**src/rtl/cfg_port_pkg.sv**
```systemverilog
package cfg_port_pkg;
  localparam int DEF_FRAME_W = 32;
  localparam int DEF_ADDR_W  = 4;
  localparam int DEF_SYNC    = 2;
  localparam int DEF_CAL_REG = 15;

  // Field split of a completed frame: address low, value high.
  function automatic int frame_value_lsb(input int addr_w);
    return addr_w;
  endfunction
endpackage

```
**src/rtl/line_sync.sv**
```systemverilog
module line_sync #(
  parameter int WIDTH  = 3,
  parameter int STAGES = 2
) (
  input  logic             clk_i,
  input  logic             rst_ni,
  input  logic [WIDTH-1:0] async_i,
  output logic [WIDTH-1:0] level_o,
  output logic [WIDTH-1:0] rise_o,
  output logic [WIDTH-1:0] fall_o
);
  logic [WIDTH-1:0] stage_q [STAGES];
  logic [WIDTH-1:0] prev_q;

  always_ff @(posedge clk_i or negedge rst_ni) begin
    if (!rst_ni) stage_q[0] <= '0;
    else         stage_q[0] <= async_i;
  end

  for (genvar g = 1; g < STAGES; g++) begin : g_chain
    always_ff @(posedge clk_i or negedge rst_ni) begin
      if (!rst_ni) stage_q[g] <= '0;
      else         stage_q[g] <= stage_q[g-1];
    end
  end

  always_ff @(posedge clk_i or negedge rst_ni) begin
    if (!rst_ni) prev_q <= '0;
    else         prev_q <= stage_q[STAGES-1];
  end

  assign level_o = stage_q[STAGES-1];
  assign rise_o  = level_o & ~prev_q;
  assign fall_o  = ~level_o & prev_q;
endmodule

```
**src/rtl/frame_shifter.sv**
```systemverilog
module frame_shifter #(
  parameter int FRAME_W = 32,
  parameter int ADDR_W  = 4,
  localparam int DATA_W = FRAME_W - ADDR_W,
  localparam int CNT_W  = $clog2(FRAME_W + 2)
) (
  input  logic              clk_i,
  input  logic              rst_ni,
  input  logic              bit_rise_i,
  input  logic              bit_val_i,
  input  logic              latch_lvl_i,
  input  logic              latch_rise_i,
  output logic              wr_stb_o,
  output logic [ADDR_W-1:0] wr_addr_o,
  output logic [DATA_W-1:0] wr_data_o,
  output logic              err_stb_o
);
  import cfg_port_pkg::*;

  localparam logic [CNT_W-1:0] FULL_CNT = CNT_W'(FRAME_W);
  localparam logic [CNT_W-1:0] OVER_CNT = CNT_W'(FRAME_W + 1);
  localparam int VAL_LSB = frame_value_lsb(ADDR_W);

  logic [FRAME_W-1:0] shreg_q;
  logic [CNT_W-1:0]   cnt_q;
  logic               frame_full;

  function automatic logic [CNT_W-1:0] next_count(input logic [CNT_W-1:0] c);
    return (c == OVER_CNT) ? c : c + 1'b1;
  endfunction

  assign frame_full = (cnt_q == FULL_CNT);

  always_ff @(posedge clk_i or negedge rst_ni) begin
    if (!rst_ni) begin
      shreg_q <= '0;
      cnt_q   <= '0;
    end else if (latch_lvl_i) begin
      cnt_q <= '0;
    end else if (bit_rise_i) begin
      shreg_q <= {shreg_q[FRAME_W-2:0], bit_val_i};
      cnt_q   <= next_count(cnt_q);
    end
  end

  always_ff @(posedge clk_i or negedge rst_ni) begin
    if (!rst_ni) begin
      wr_stb_o  <= 1'b0;
      err_stb_o <= 1'b0;
      wr_addr_o <= '0;
      wr_data_o <= '0;
    end else begin
      wr_stb_o  <= latch_rise_i && frame_full;
      err_stb_o <= latch_rise_i && !frame_full;
      if (latch_rise_i && frame_full) begin
        wr_addr_o <= shreg_q[ADDR_W-1:0];
        wr_data_o <= shreg_q[FRAME_W-1:VAL_LSB];
      end
    end
  end


  cnt_clear_chk: assert property (@(posedge clk_i) disable iff (!rst_ni)
    latch_lvl_i |=> (cnt_q == '0));

  cnt_bound_chk: assert property (@(posedge clk_i) disable iff (!rst_ni)
    cnt_q <= OVER_CNT);

  wr_err_excl_chk: assert property (@(posedge clk_i) disable iff (!rst_ni)
    !(wr_stb_o && err_stb_o));

  err_single_chk: assert property (@(posedge clk_i) disable iff (!rst_ni)
    err_stb_o |=> !err_stb_o);
endmodule

```
**src/rtl/reg_bank.sv**
```systemverilog
module reg_bank #(
  parameter int ADDR_W  = 4,
  parameter int DATA_W  = 28,
  parameter int CAL_REG = 15,
  localparam int NUM_REGS = 1 << ADDR_W
) (
  input  logic                       clk_i,
  input  logic                       rst_ni,
  input  logic                       wr_stb_i,
  input  logic [ADDR_W-1:0]          wr_addr_i,
  input  logic [DATA_W-1:0]          wr_data_i,
  output logic [NUM_REGS*DATA_W-1:0] regs_o,
  output logic                       cal_o
);
  localparam logic [ADDR_W-1:0] CAL_ADDR = ADDR_W'(CAL_REG);

  logic [DATA_W-1:0] regs_q [NUM_REGS];
  logic              cal_pend_q;
  logic              cal_q;
  logic              cal_hit;

  assign cal_hit = wr_stb_i && (wr_addr_i == CAL_ADDR);

  for (genvar g = 0; g < NUM_REGS; g++) begin : g_reg
    always_ff @(posedge clk_i or negedge rst_ni) begin
      if (!rst_ni)                                      regs_q[g] <= '0;
      else if (wr_stb_i && wr_addr_i == ADDR_W'(g))     regs_q[g] <= wr_data_i;
    end
    assign regs_o[g*DATA_W +: DATA_W] = regs_q[g];


    reg_hold_chk: assert property (@(posedge clk_i) disable iff (!rst_ni)
      !(wr_stb_i && wr_addr_i == ADDR_W'(g)) |=> $stable(regs_o[g*DATA_W +: DATA_W]));
  end

  always_ff @(posedge clk_i or negedge rst_ni) begin
    if (!rst_ni) begin
      cal_pend_q <= 1'b0;
      cal_q      <= 1'b0;
    end else begin
      cal_pend_q <= cal_hit;
      cal_q      <= cal_pend_q;
    end
  end

  assign cal_o = cal_q;


  cal_cause_chk: assert property (@(posedge clk_i) disable iff (!rst_ni)
    cal_o |-> ($past(wr_stb_i, 2) && $past(wr_addr_i, 2) == CAL_ADDR));

  cal_width_chk: assert property (@(posedge clk_i) disable iff (!rst_ni)
    cal_o |=> !cal_o);

  cal_other_chk: assert property (@(posedge clk_i) disable iff (!rst_ni)
    (wr_stb_i && wr_addr_i != CAL_ADDR) |=> ##1 !cal_o);
endmodule

```
**src/rtl/serial_cfg_port.sv**
```systemverilog
module serial_cfg_port #(
  parameter int FRAME_W     = cfg_port_pkg::DEF_FRAME_W,
  parameter int ADDR_W      = cfg_port_pkg::DEF_ADDR_W,
  parameter int SYNC_STAGES = cfg_port_pkg::DEF_SYNC,
  parameter int CAL_REG     = cfg_port_pkg::DEF_CAL_REG,
  localparam int DATA_W     = FRAME_W - ADDR_W,
  localparam int NUM_REGS   = 1 << ADDR_W
) (
  input  logic                       clk_i,
  input  logic                       rst_ni,
  input  logic                       ser_clk_i,
  input  logic                       ser_data_i,
  input  logic                       ser_latch_i,
  output logic [NUM_REGS*DATA_W-1:0] cfg_regs_o,
  output logic                       cal_start_o,
  output logic                       frame_err_o
);
  localparam int LN_CLK   = 0;
  localparam int LN_DATA  = 1;
  localparam int LN_LATCH = 2;

  logic [2:0]        ln_level, ln_rise, ln_fall;
  logic              wr_stb;
  logic [ADDR_W-1:0] wr_addr;
  logic [DATA_W-1:0] wr_data;

  line_sync #(.WIDTH(3), .STAGES(SYNC_STAGES)) u_sync (
    .clk_i   (clk_i),
    .rst_ni  (rst_ni),
    .async_i ({ser_latch_i, ser_data_i, ser_clk_i}),
    .level_o (ln_level),
    .rise_o  (ln_rise),
    .fall_o  (ln_fall)
  );

  frame_shifter #(.FRAME_W(FRAME_W), .ADDR_W(ADDR_W)) u_shift (
    .clk_i        (clk_i),
    .rst_ni       (rst_ni),
    .bit_rise_i   (ln_rise[LN_CLK]),
    .bit_val_i    (ln_level[LN_DATA]),
    .latch_lvl_i  (ln_level[LN_LATCH]),
    .latch_rise_i (ln_rise[LN_LATCH]),
    .wr_stb_o     (wr_stb),
    .wr_addr_o    (wr_addr),
    .wr_data_o    (wr_data),
    .err_stb_o    (frame_err_o)
  );

  reg_bank #(.ADDR_W(ADDR_W), .DATA_W(DATA_W), .CAL_REG(CAL_REG)) u_bank (
    .clk_i     (clk_i),
    .rst_ni    (rst_ni),
    .wr_stb_i  (wr_stb),
    .wr_addr_i (wr_addr),
    .wr_data_i (wr_data),
    .regs_o    (cfg_regs_o),
    .cal_o     (cal_start_o)
  );

  // input assumption, at most one line edge per synchronized cycle
  line_edge_sep_chk: assert property (@(posedge clk_i) disable iff (!rst_ni)
    $onehot0({ln_rise, ln_fall}));

  reset_quiet_chk: assert property (@(posedge clk_i) disable iff (!rst_ni)
    $rose(rst_ni) |-> (!cal_start_o && !frame_err_o));
endmodule

```
**config.mk**
```make
export PLATFORM = sky130hd
export DESIGN_NAME = serial_cfg_port
export DESIGN_NICKNAME = d
export VERILOG_FILES = /design/src/rtl/cfg_port_pkg.sv /design/src/rtl/line_sync.sv /design/src/rtl/frame_shifter.sv /design/src/rtl/reg_bank.sv /design/src/rtl/serial_cfg_port.sv
export SDC_FILE = /design/constraint.sdc
export NUM_CORES = 1
export LEC_CHECK = 0
export ABC_AREA = 1
export ABC_CLOCK_PERIOD_IN_PS = 1900
export BUFFER_PORTS_ARGS = -buffer_cell sky130_fd_sc_hd__buf_4
export CAP_MARGIN = 30
export CORE_MARGIN = 1.5
export CORE_UTILIZATION = 25
export DETAILED_ROUTE_END_ITERATION = 7
export SLEW_MARGIN = 15
export SYNTH_ARGS = -nofsm -noshare
export SYNTH_HDL_FRONTEND = slang
export SYNTH_SLANG_ARGS = --single-unit
```
**constraint.sdc**
```tcl
create_clock -name clk_i -period 1.9 [get_ports clk_i]
set_clock_uncertainty 0.2 [all_clocks]
set_input_delay 0.475 -clock clk_i [delete_from_list [all_inputs] [get_ports clk_i]]
set_output_delay 0.475 -clock clk_i [all_outputs]
set_load 0.02 [all_outputs]
```
# Yosys cells after proc, flatten, opt, wreduce, memory -nomap -nowiden
# Index checks and enable logic that the tools add are counted.
# classes
n_bitwise	3
n_eq_ne	18
n_mux	3
add_sub_neg	1
n_reduce_logical	23
# ops
cell	n
$eq A4 B4 Y1 const B	8
$logic_and A1 B1 Y1	18
$mux W6	3
$eq A4 B3 Y1 const B	4
$eq A6 B6 Y1 const B	2
$eq A4 B2 Y1 const B	2
$add A6 B1 Y6 const B	1
$eq A4 B1 Y1 const B	1
$logic_not A4 Y1	1
$reduce_and A2 Y1	2
$and A3 B3 Y3	1
$not A3 Y3	1
$ne A2 B2 Y1 const B	1
$reduce_bool A2 Y1	1
$logic_not A1 Y1	1
$not A1 Y1	1
# totals
wordCells	75
in_bits	5
output_inout_bits	450
register_bits	531

# Longest topological paths before layout
# Gate-level depths: netlist (run 1).
# depth
depth_word	4
depth_mapped	9

# Hierarchy
# From an unflattened synthesis (run 1), not the netlist that was laid out.
# hier_totals
hier_cells	2395
area_unflattened_um2	21556.9
# by_module_without_submodules
mod	seq_area_each_um2	cells_each	instances	area_each_um2
reg_bank	11260.8	2066	1	18263.8
frame_shifter	1801.7	305	1	3000.4
line_sync	225.2	24	1	292.8

# Worst setup path after synthesis (run 1)
# Ideal clock, no wire load.
# synth_timing
path_type	register -> register
from	register u_shift.cnt_q[0]
to	register u_shift.wr_data_o[0]
arrival_ns	1.257
n_path_buf	2
path_stages_with_launch	10
t_required_ns	1.579
path_slack_ns	0.323
synth_period_minus_slack_ns	1.577
cell_sequence	dfrtp_1 -> inv_1 -> ha_1 -> inv_1 -> nor2_1 -> nand2_1 -> buf_6 -> buf_2 -> nand2_1 -> o21ai_1
# synth_via
elab_chain_len	2
# synth_rtl
element	line_no	source
start: declaration	frame_shifter.sv:25	logic [CNT_W-1:0] cnt_q;
start signal: assignment	frame_shifter.sv:42	cnt_q <= next_count(cnt_q);
$eq A6 B6 Y1	frame_shifter.sv:32	assign frame_full = (cnt_q == FULL_CNT);
$logic_and A1 B1 Y1	frame_shifter.sv:55	if (latch_rise_i && frame_full) begin
end signal: assignment	frame_shifter.sv:57	wr_data_o <= shreg_q[FRAME_W-1:VAL_LSB];
end: declaration	frame_shifter.sv:15	output logic [DATA_W-1:0] wr_data_o,
# No other way between the ends.
# A chain may end at the register's enable or synchronous reset.

# Worst setup path in the final report (run 1)
# layout_timing
from	register u_bank.regs_q, in the netlist u_bank.regs_o[10]
to	output port cfg_regs_o[10]
# layout_rtl
element	line_no	source
start: declaration	reg_bank.sv:17	logic [DATA_W-1:0] regs_q [NUM_REGS];
start signal: indexed assignment	reg_bank.sv:27	else if (wr_stb_i && wr_addr_i == ADDR_W'(g)) regs_q[g] <= wr_data_i;
end: declaration	serial_cfg_port.sv:14	output logic [NUM_REGS*DATA_W-1:0] cfg_regs_o,
# No word-level cell between the ends.

==> results of run 1 <==
## what timing repair did
action	in CTS	in global routing
gates resized for setup	170	126
hold endpoints to repair	286	0
hold buffers	4	0
setup buffers	32	96
setup endpoints to repair	185	281
## layout by cell type, fill, tap and decap left out
| cell | instances |
|---|---|
| sky130_fd_sc_hd__nand2_1 | 532 |
| sky130_fd_sc_hd__dfrtp_1 | 530 |
| sky130_fd_sc_hd__o21ai_0 | 424 |
| sky130_fd_sc_hd__buf_4 | 341 |
| sky130_fd_sc_hd__buf_6 | 295 |
| sky130_fd_sc_hd__o21ai_1 | 92 |
| sky130_fd_sc_hd__inv_1 | 71 |
| sky130_fd_sc_hd__clkbuf_16 | 59 |
| sky130_fd_sc_hd__buf_12 | 31 |
| sky130_fd_sc_hd__nand2_2 | 11 |
| sky130_fd_sc_hd__clkinv_2 | 11 |
| sky130_fd_sc_hd__clkbuf_1 | 11 |
| sky130_fd_sc_hd__clkbuf_8 | 10 |
| sky130_fd_sc_hd__nor2_1 | 9 |
| sky130_fd_sc_hd__nand3_1 | 8 |
| sky130_fd_sc_hd__nor2_2 | 6 |
| sky130_fd_sc_hd__clkinvlp_4 | 5 |
| sky130_fd_sc_hd__bufinv_16 | 5 |
| sky130_fd_sc_hd__nand3_2 | 4 |
| sky130_fd_sc_hd__dlygate4sd3_1 | 4 |
| sky130_fd_sc_hd__xor2_1 | 3 |
| sky130_fd_sc_hd__inv_2 | 3 |
| sky130_fd_sc_hd__ha_1 | 3 |
| sky130_fd_sc_hd__clkinv_4 | 2 |
| sky130_fd_sc_hd__inv_6 | 2 |
| sky130_fd_sc_hd__nor3_1 | 1 |
| sky130_fd_sc_hd__nand4_1 | 1 |
| sky130_fd_sc_hd__nor2_4 | 1 |
| sky130_fd_sc_hd__o21bai_1 | 1 |
| sky130_fd_sc_hd__clkinv_8 | 1 |
| sky130_fd_sc_hd__clkinv_16 | 1 |
| sky130_fd_sc_hd__inv_8 | 1 |
| sky130_fd_sc_hd__buf_8 | 1 |
## power breakdown
part	internal, mW	switching, mW
clock	6.81	4.86
combinational	0.110	0.306
sequential	11.3	0.0304
## metrics by stage
step | cell area [sq um] | cells
finish | 28200 | 3458
global route | 28200 | 3458
CTS | 27000 | 3362
detailed placement | 24100 | 3218
global placement | 24100 | 3218
floorplan | 19100 | 1838
## cells by family (layout without fill, tap and decap cells)
family / Yosys count / in the layout / synth area share (%)
adders and majority gates: 3 / 3 / 0.197
DFF: 530 / 530 / 69.6
and+or+nand+nor: 573 / 573 / 11.5
xor gates and xnor gates: 3 / 3 / 0.138
AOI/OAI and AO/OA: 517 / 517 / 13.6
buffers and inverters: 212 / 854 / 5.01
## flip-flops by register name (all words and copies together), names as in the netlist
signal / cells
u_shift.err_stb_o: 1
u_sync.prev_q: 2
u_sync.level_o: 3
u_bank.regs_o: 448
u_bank.cal_o: 1
u_bank.cal_pend_q: 1
u_shift.cnt_q: 6
u_shift.shreg_q: 32
u_shift.wr_addr_o: 4
u_shift.wr_data_o: 28
u_sync.stage_q: 3
u_shift.wr_stb_o: 1
## worst max path at each step
stage | from | endpoint | cells past startpoint
3_5_place_dp | u_shift.wr_addr_o[0] | u_bank.regs_o[352] | 5
2_1_floorplan | u_shift.cnt_q[0] | u_shift.wr_data_o[0] | 9
5_1_grt | u_bank.regs_o[10] | cfg_regs_o[10] | 1
6_report | u_bank.regs_o[10] | cfg_regs_o[10] | 1
3_3_place_gp | u_shift.wr_stb_o | u_bank.regs_o[286] | 7
4_1_cts | u_bank.regs_o[10] | cfg_regs_o[10] | 1
## layer usage
metal / up-vias / track usage (%) / part of all wire, %
met3: 117 / 3.90 / 6.5
met1: 7168 / 19.3 / 40
li1: 7131 / - / -
met4: 0 / 5.70 / 3.4
met2: 420 / 27.1 / 50
met5: - / 0 / 0
## layout make-up
cell class	instances	share of cell area, %
clock buffer	80	5.87
clock inverter	28	1.19
inverter	74	0.985
multi-input combinational	1096	17.3
sequential	530	47.0
tap	978	4.34
timing repair buffer	672	23.2
==> out/results.txt, run 1 <==
Final Cycle Share: 98.8%
Most frequent cell after synthesis: sky130_fd_sc_hd__nand2_1
Mean post-synth cell area: 10.4 sq um
Remaining routing DRC violations: 0
Number of ports placed on the die boundary: 455
Area of the placeable core: 75700 sq um
Number of nets in the synthesized netlist: 1846
Worst hold slack after final layout: 0.107 ns
Sequential cell area in the final layout: 13300 sq um
Outcome: finished clean
Cells after synthesis: 1838
Tightest slew margin relative to the limit: 71.6%
Number of antenna violations at the first check in global routing: 3
Top FF cell, synth: sky130_fd_sc_hd__dfrtp_1
Post-detailed-route count of antenna-violating nets: 0
Depth of the worst register-to-register path: 7
Reg2Reg Capture Point: u_bank.regs_o[62]
CP Max Fanout: 2
Routed vias/inst: 4.29
Iteration-0 DRC count of the detailed router: 992
Sequential fraction of the synthesis area: 69.6%
Unrepaired setup endpoints after global routing: yes
Clock slew at reported path FFs: 0.06 ns
Nets: 2440
Critical path buffer and inverter count: 1
Crit path launch type: register
Ratio of total power to cell area: 831 nW/um^2
Worst reg2reg path startpoint: u_shift.wr_stb_o
Number of global-route vias before repair: 14200
Total chip power: 23.5 mW
Layout cells sized above 1: 31.9%
Worst setup timing slack at the placement stage: 0.119 ns
Worst Path Required: 1.22 ns
Detailed-route wire length per cell: 18.5 um
Largest buffer count on any clock path: 3
Synth warn: 0
Leading cell types by total area after synthesis: sky130_fd_sc_hd__dfrtp_1, sky130_fd_sc_hd__o21ai_0, sky130_fd_sc_hd__nand2_1, sky130_fd_sc_hd__o21ai_1, sky130_fd_sc_hd__buf_2
Total number of vias: 14800
Worst setup path class: reg -> out
Wire length of the first global-routing pass: 93200 um
Number of buffers inserted by port buffering: 454
Clock Root Buffer: sky130_fd_sc_hd__clkbuf_16
DRT Pass-1 Iters: 5
Arrival time worst endpoint: 1.20 ns
Area of the mapped netlist: 19100 sq um
Setup slack of the most critical reg-to-reg path: 0.15 ns
Maximum number of pins on one net before global-route repair: 67
Cells along the critical path: buf_6
Highest clock frequency the design can meet: 533 MHz
CTS H-Tree Depth: 2
Synthesis-stage register bit count: 530
Fin Setup TNS: 0 ns
Overall overflow remaining after global route: 0
Maximum vdd ir drop: 0.674 mV
Multi-input logic area: 4890 sq um
Number of distinct library cells after synthesis: 19
HPWL after detailed placement: 42100 um
Cell type group with the largest total delay on the critical path: flip-flops
Static leakage power: 13.4 nW
Row count: 101
Minimum period implied by the final worst setup slack: 1.88 ns
Total die area: 77900 sq um
Count of final hold-check violations: 0
Final WS setup: 0.0236 ns
Layout filler cell count: 7423
Clock latency of the later-clocked register in the worst-skew pair: 0.64 ns
Final Max Tran Viols: 0
Total clock buffers created by CTS: 58
Initial Utilization: 25.2%
Aggregate global-route resource usage: 15.9%
Capturing element type of the critical path: output port
Transition time at the pin with the least slew margin: 0.427 ns
Fraction of registers with async set/reset: 100%
Slowest cell on the critical path: sky130_fd_sc_hd__dfrtp_1
Setup violation total in the final timing report: 0
Last weighted congestion value of the routability-driven placer: 0.750
Area grow syn2layout: 48.0%
Overall die height: 279 um
N_diodes: 0
TritonCTS clock tree: built
Crit-path max cell delay: 0.43 ns
Library cell with the largest summed area after synthesis: sky130_fd_sc_hd__dfrtp_1
Number of enable-type register cells in the synthesized netlist: 0
Ranking of synthesized cells by instance count: sky130_fd_sc_hd__nand2_1, sky130_fd_sc_hd__dfrtp_1, sky130_fd_sc_hd__o21ai_0
Total Wirelength: 63800 um
Number of max-cap violations: 0
Classification of the worst-slack hold path: in -> async
Final design utilization: 37.3%
Clock sink count: 530
Width of the die: 279 um
Portion of synthesized cell area occupied by the leading cell type: 69.6%
(Power assumes the default switching activity.)
==> run 2: changes to the inputs <==
--- a/config.mk
+++ b/config.mk
@@ -12,6 +12,7 @@
 export CORE_MARGIN = 1.5
 export CORE_UTILIZATION = 25
 export DETAILED_ROUTE_END_ITERATION = 7
+export SETUP_SLACK_MARGIN = 0.5
 export SLEW_MARGIN = 15
 export SYNTH_ARGS = -nofsm -noshare
 export SYNTH_HDL_FRONTEND = slang
==> constraint.sdc (replaced) <==
create_clock -name clk_i -period 1.9 [get_ports clk_i]
set_clock_uncertainty 0.2 [all_clocks]
set_input_delay 0.095 -clock clk_i [delete_from_list [all_inputs] [get_ports clk_i]]
set_output_delay 0.095 -clock clk_i [all_outputs]
set_load 0.02 [all_outputs]
==> run 2 against run 1 <==
The flow now finishes with violations (negative hold slack). Clock power about the same. Critical path depth up 5. Fmax up 11%. Via count up 13%. Worst hold slack worse by 0.37 ns. Largest power group unchanged. Worst setup slack better by 0.18 ns. Sequential share of layout area down 6.3 points. First-iteration DRC count up 11%. Total power up 2.0%. Cell count up 6.3%. Sequential cell count unchanged. Largest cell class unchanged. Count of clock-buffer cells in the layout up 2.
==> out/results.txt, run 2 (synthesized netlist as in run 1, its figures left out) <==
Area of the placeable core: 75700 sq um (unchanged)
Final WS setup: 0.203 ns (+0.180 ns)
Total chip power: 23.9 mW (+2.0%)
Hold Buf Count CTS: 7 (+3)
Routed vias/inst: 4.56 (+6.3%)
Aggregate global-route resource usage: 17.2% (+1.3 points)
Clock Root Buffer: sky130_fd_sc_hd__clkbuf_16
Count of final hold-check violations: 21 (+21)
Detailed-route wire length per cell: 21.5 um (+17%)
Last weighted congestion value of the routability-driven placer: 0.770 (+2.7%)
Met2 routed WL: 38100 um (+19%)
Cells along the critical path: buf_6, nor2_4, nand2_2, buf_12, nand2_1, o21ai_1
Number of antenna violations at the first check in global routing: 4 (+1)
CP Launch Point: u_shift.wr_addr_o[1]
Commonest cells after routing, fill and taps aside: sky130_fd_sc_hd__dfrtp_1, sky130_fd_sc_hd__buf_6, sky130_fd_sc_hd__nand2_1
Slowest cell on the critical path: sky130_fd_sc_hd__dfrtp_2
Final Max Tran Viols: 0 (unchanged)
Arrival time worst endpoint: 1.99 ns (+0.79 ns)
Worst Path Required: 2.20 ns (+0.98 ns)
CP Max Fanout: 54 (+52)
Unrepaired setup endpoints after global routing: yes
CTS H-Tree Depth: 2 (unchanged)
Setup violation total in the final timing report: 0 (unchanged)
Total number of vias: 16800 (+13%)
Worst reg2reg path startpoint: u_shift.wr_addr_o[1]
Number of global-route vias before repair: 15500 (+9.7%)
Wire length of the first global-routing pass: 101000 um (+8.4%)
Clock slew at reported path FFs: 0.06 ns (about the same)
Ratio of total power to cell area: 733 nW/um^2 (-12%)
Number of ports placed on the die boundary: 455 (unchanged)
Max reg flops: 448 (unchanged)
Transition time at the pin with the least slew margin: 0.514 ns (+0.0870 ns)
Clock latency of the later-clocked register in the worst-skew pair: 0.63 ns (about the same)
Minimum period implied by the final worst setup slack: 1.70 ns (-0.180 ns)
Layout filler cell count: 6941 (-6.5%)
Tightest slew margin relative to the limit: 65.8% (-5.8 points)
Most common cell after layout, fill and taps aside: sky130_fd_sc_hd__dfrtp_1
Worst setup path class: reg -> reg
Worst hold slack after final layout: -0.260 ns (-0.366 ns)
Overall overflow remaining after global route: 0 (unchanged)
Top routing layer used: met4
Met3 Routed Length: 4650 um (+12%)
DRT Pass-1 Iters: 5 (unchanged)
Initial Utilization: 25.2% (unchanged)
Width of the die: 279 um (unchanged)
Violations in the final reports: negative hold slack
Total clock buffers created by CTS: 59 (+1.7%)
Length of routed wiring on met1: 33400 um (+30%)
Total Wirelength: 79000 um (+24%)
Post-detailed-route count of antenna-violating nets: 0 (unchanged)
Outcome: finished, violations left
Layout cells sized above 1: 46.1% (+14 points)
Highest clock frequency the design can meet: 589 MHz (+11%)
Final Cycle Share: 89.3% (-9.5 points)
Static leakage power: 15.5 nW (+15%)
Row count: 101 (unchanged)
Overall die height: 279 um (unchanged)
Final instance count without filler cells: 3675 (+6.3%)
Crit path launch type: register
Maximum number of pins on one net before global-route repair: 90 (+34%)
Total die area: 77900 sq um (unchanged)
Worst setup timing slack at the placement stage: 0.219 ns (+0.100 ns)
Capturing element type of the critical path: register
Number of buffers inserted by port buffering: 454 (unchanged)
Nets: 2653 (+8.7%)
TritonCTS clock tree: built
Fin Setup TNS: 0 ns (unchanged)
Maximum vdd ir drop: 0.679 mV (+0.73%)
Classification of the worst-slack hold path: in -> async
Clock sink count: 530 (unchanged)
Crit-path max cell delay: 0.46 ns (+0.03 ns)
Number of max-cap violations: 0 (unchanged)
Largest buffer count on any clock path: 3 (unchanged)
Iteration-0 DRC count of the detailed router: 1106 (+11%)
Dpl cells: 3213 (-0.16%)
Area grow syn2layout: 71.3%
HPWL after detailed placement: 41300 um (-1.8%)
Remaining routing DRC violations: 0 (unchanged)
run 2: critical path: cells and delay by family, from the launching register on:
family	cells	cell delay, ns
buf+inv	2	0.34
simple gates	3	0.42
flops	1	0.46
compound gates	1	0.09
run 2: final timing paths:
path / end / slack [ns] / cells past startpoint
max: u_bank.regs_o[369] / 0.20 / 6
min: u_bank.regs_o[336] / -0.26 / 2
max reg2reg: u_bank.regs_o[369] / 0.20 / 6
min reg2reg: u_sync.level_o[2] / 0.15 / 0
max in group asynchronous: u_bank.regs_o[175] / 0.94 / 3
min in group clk_i: u_sync.level_o[2] / 0.15 / 0
run 2: where the power goes:
part	internal (mW)	switching, mW	leakage [nW]
clock	6.99	5.00	1.01
combinational	0.183	0.376	7.09
sequential	11.3	0.0387	7.37
total	18.5	5.41	15.5
run 2: final cells by class:
type                    instances  area [sq um]  area share [%]
well taps                     978          1220            3.75
diodes                          1          2.50         0.00767
multi-input cells            1097          6130            18.8
flip-flops and latches        530         13300            40.7
clock inverters                30           327            1.00
repair buffers                883          9690            29.7
clock buffers                  82          1710            5.23
inverters                      74           285           0.874
run 2: repair_timing:
action                                  4_1_cts  5_1_grt
pin swaps                                    14       29
hold endpoints to repair                    533       21
endpoints found under the setup margin      968      968
gates cloned                                 16       36
buffers inserted                            143      147
resized for setup                           554      354
run 2: routing by layer:
layer / vias up / track usage, %
met5: - / 0
met4: 0 / 6.48
met3: 164 / 3.48
met2: 561 / 29.2
met1: 8403 / 21.4
li1: 7628 / -
run 2: through the flow:
stage | cell area, sq um | util [%]
2_1_floorplan | 19400 | -
3_3_place_gp | 24100 | 31.8
3_5_place_dp | 24100 | 31.8
4_1_cts | 29700 | 39.3
5_1_grt | 32600 | 43.1
6_report | 32600 | 43.1
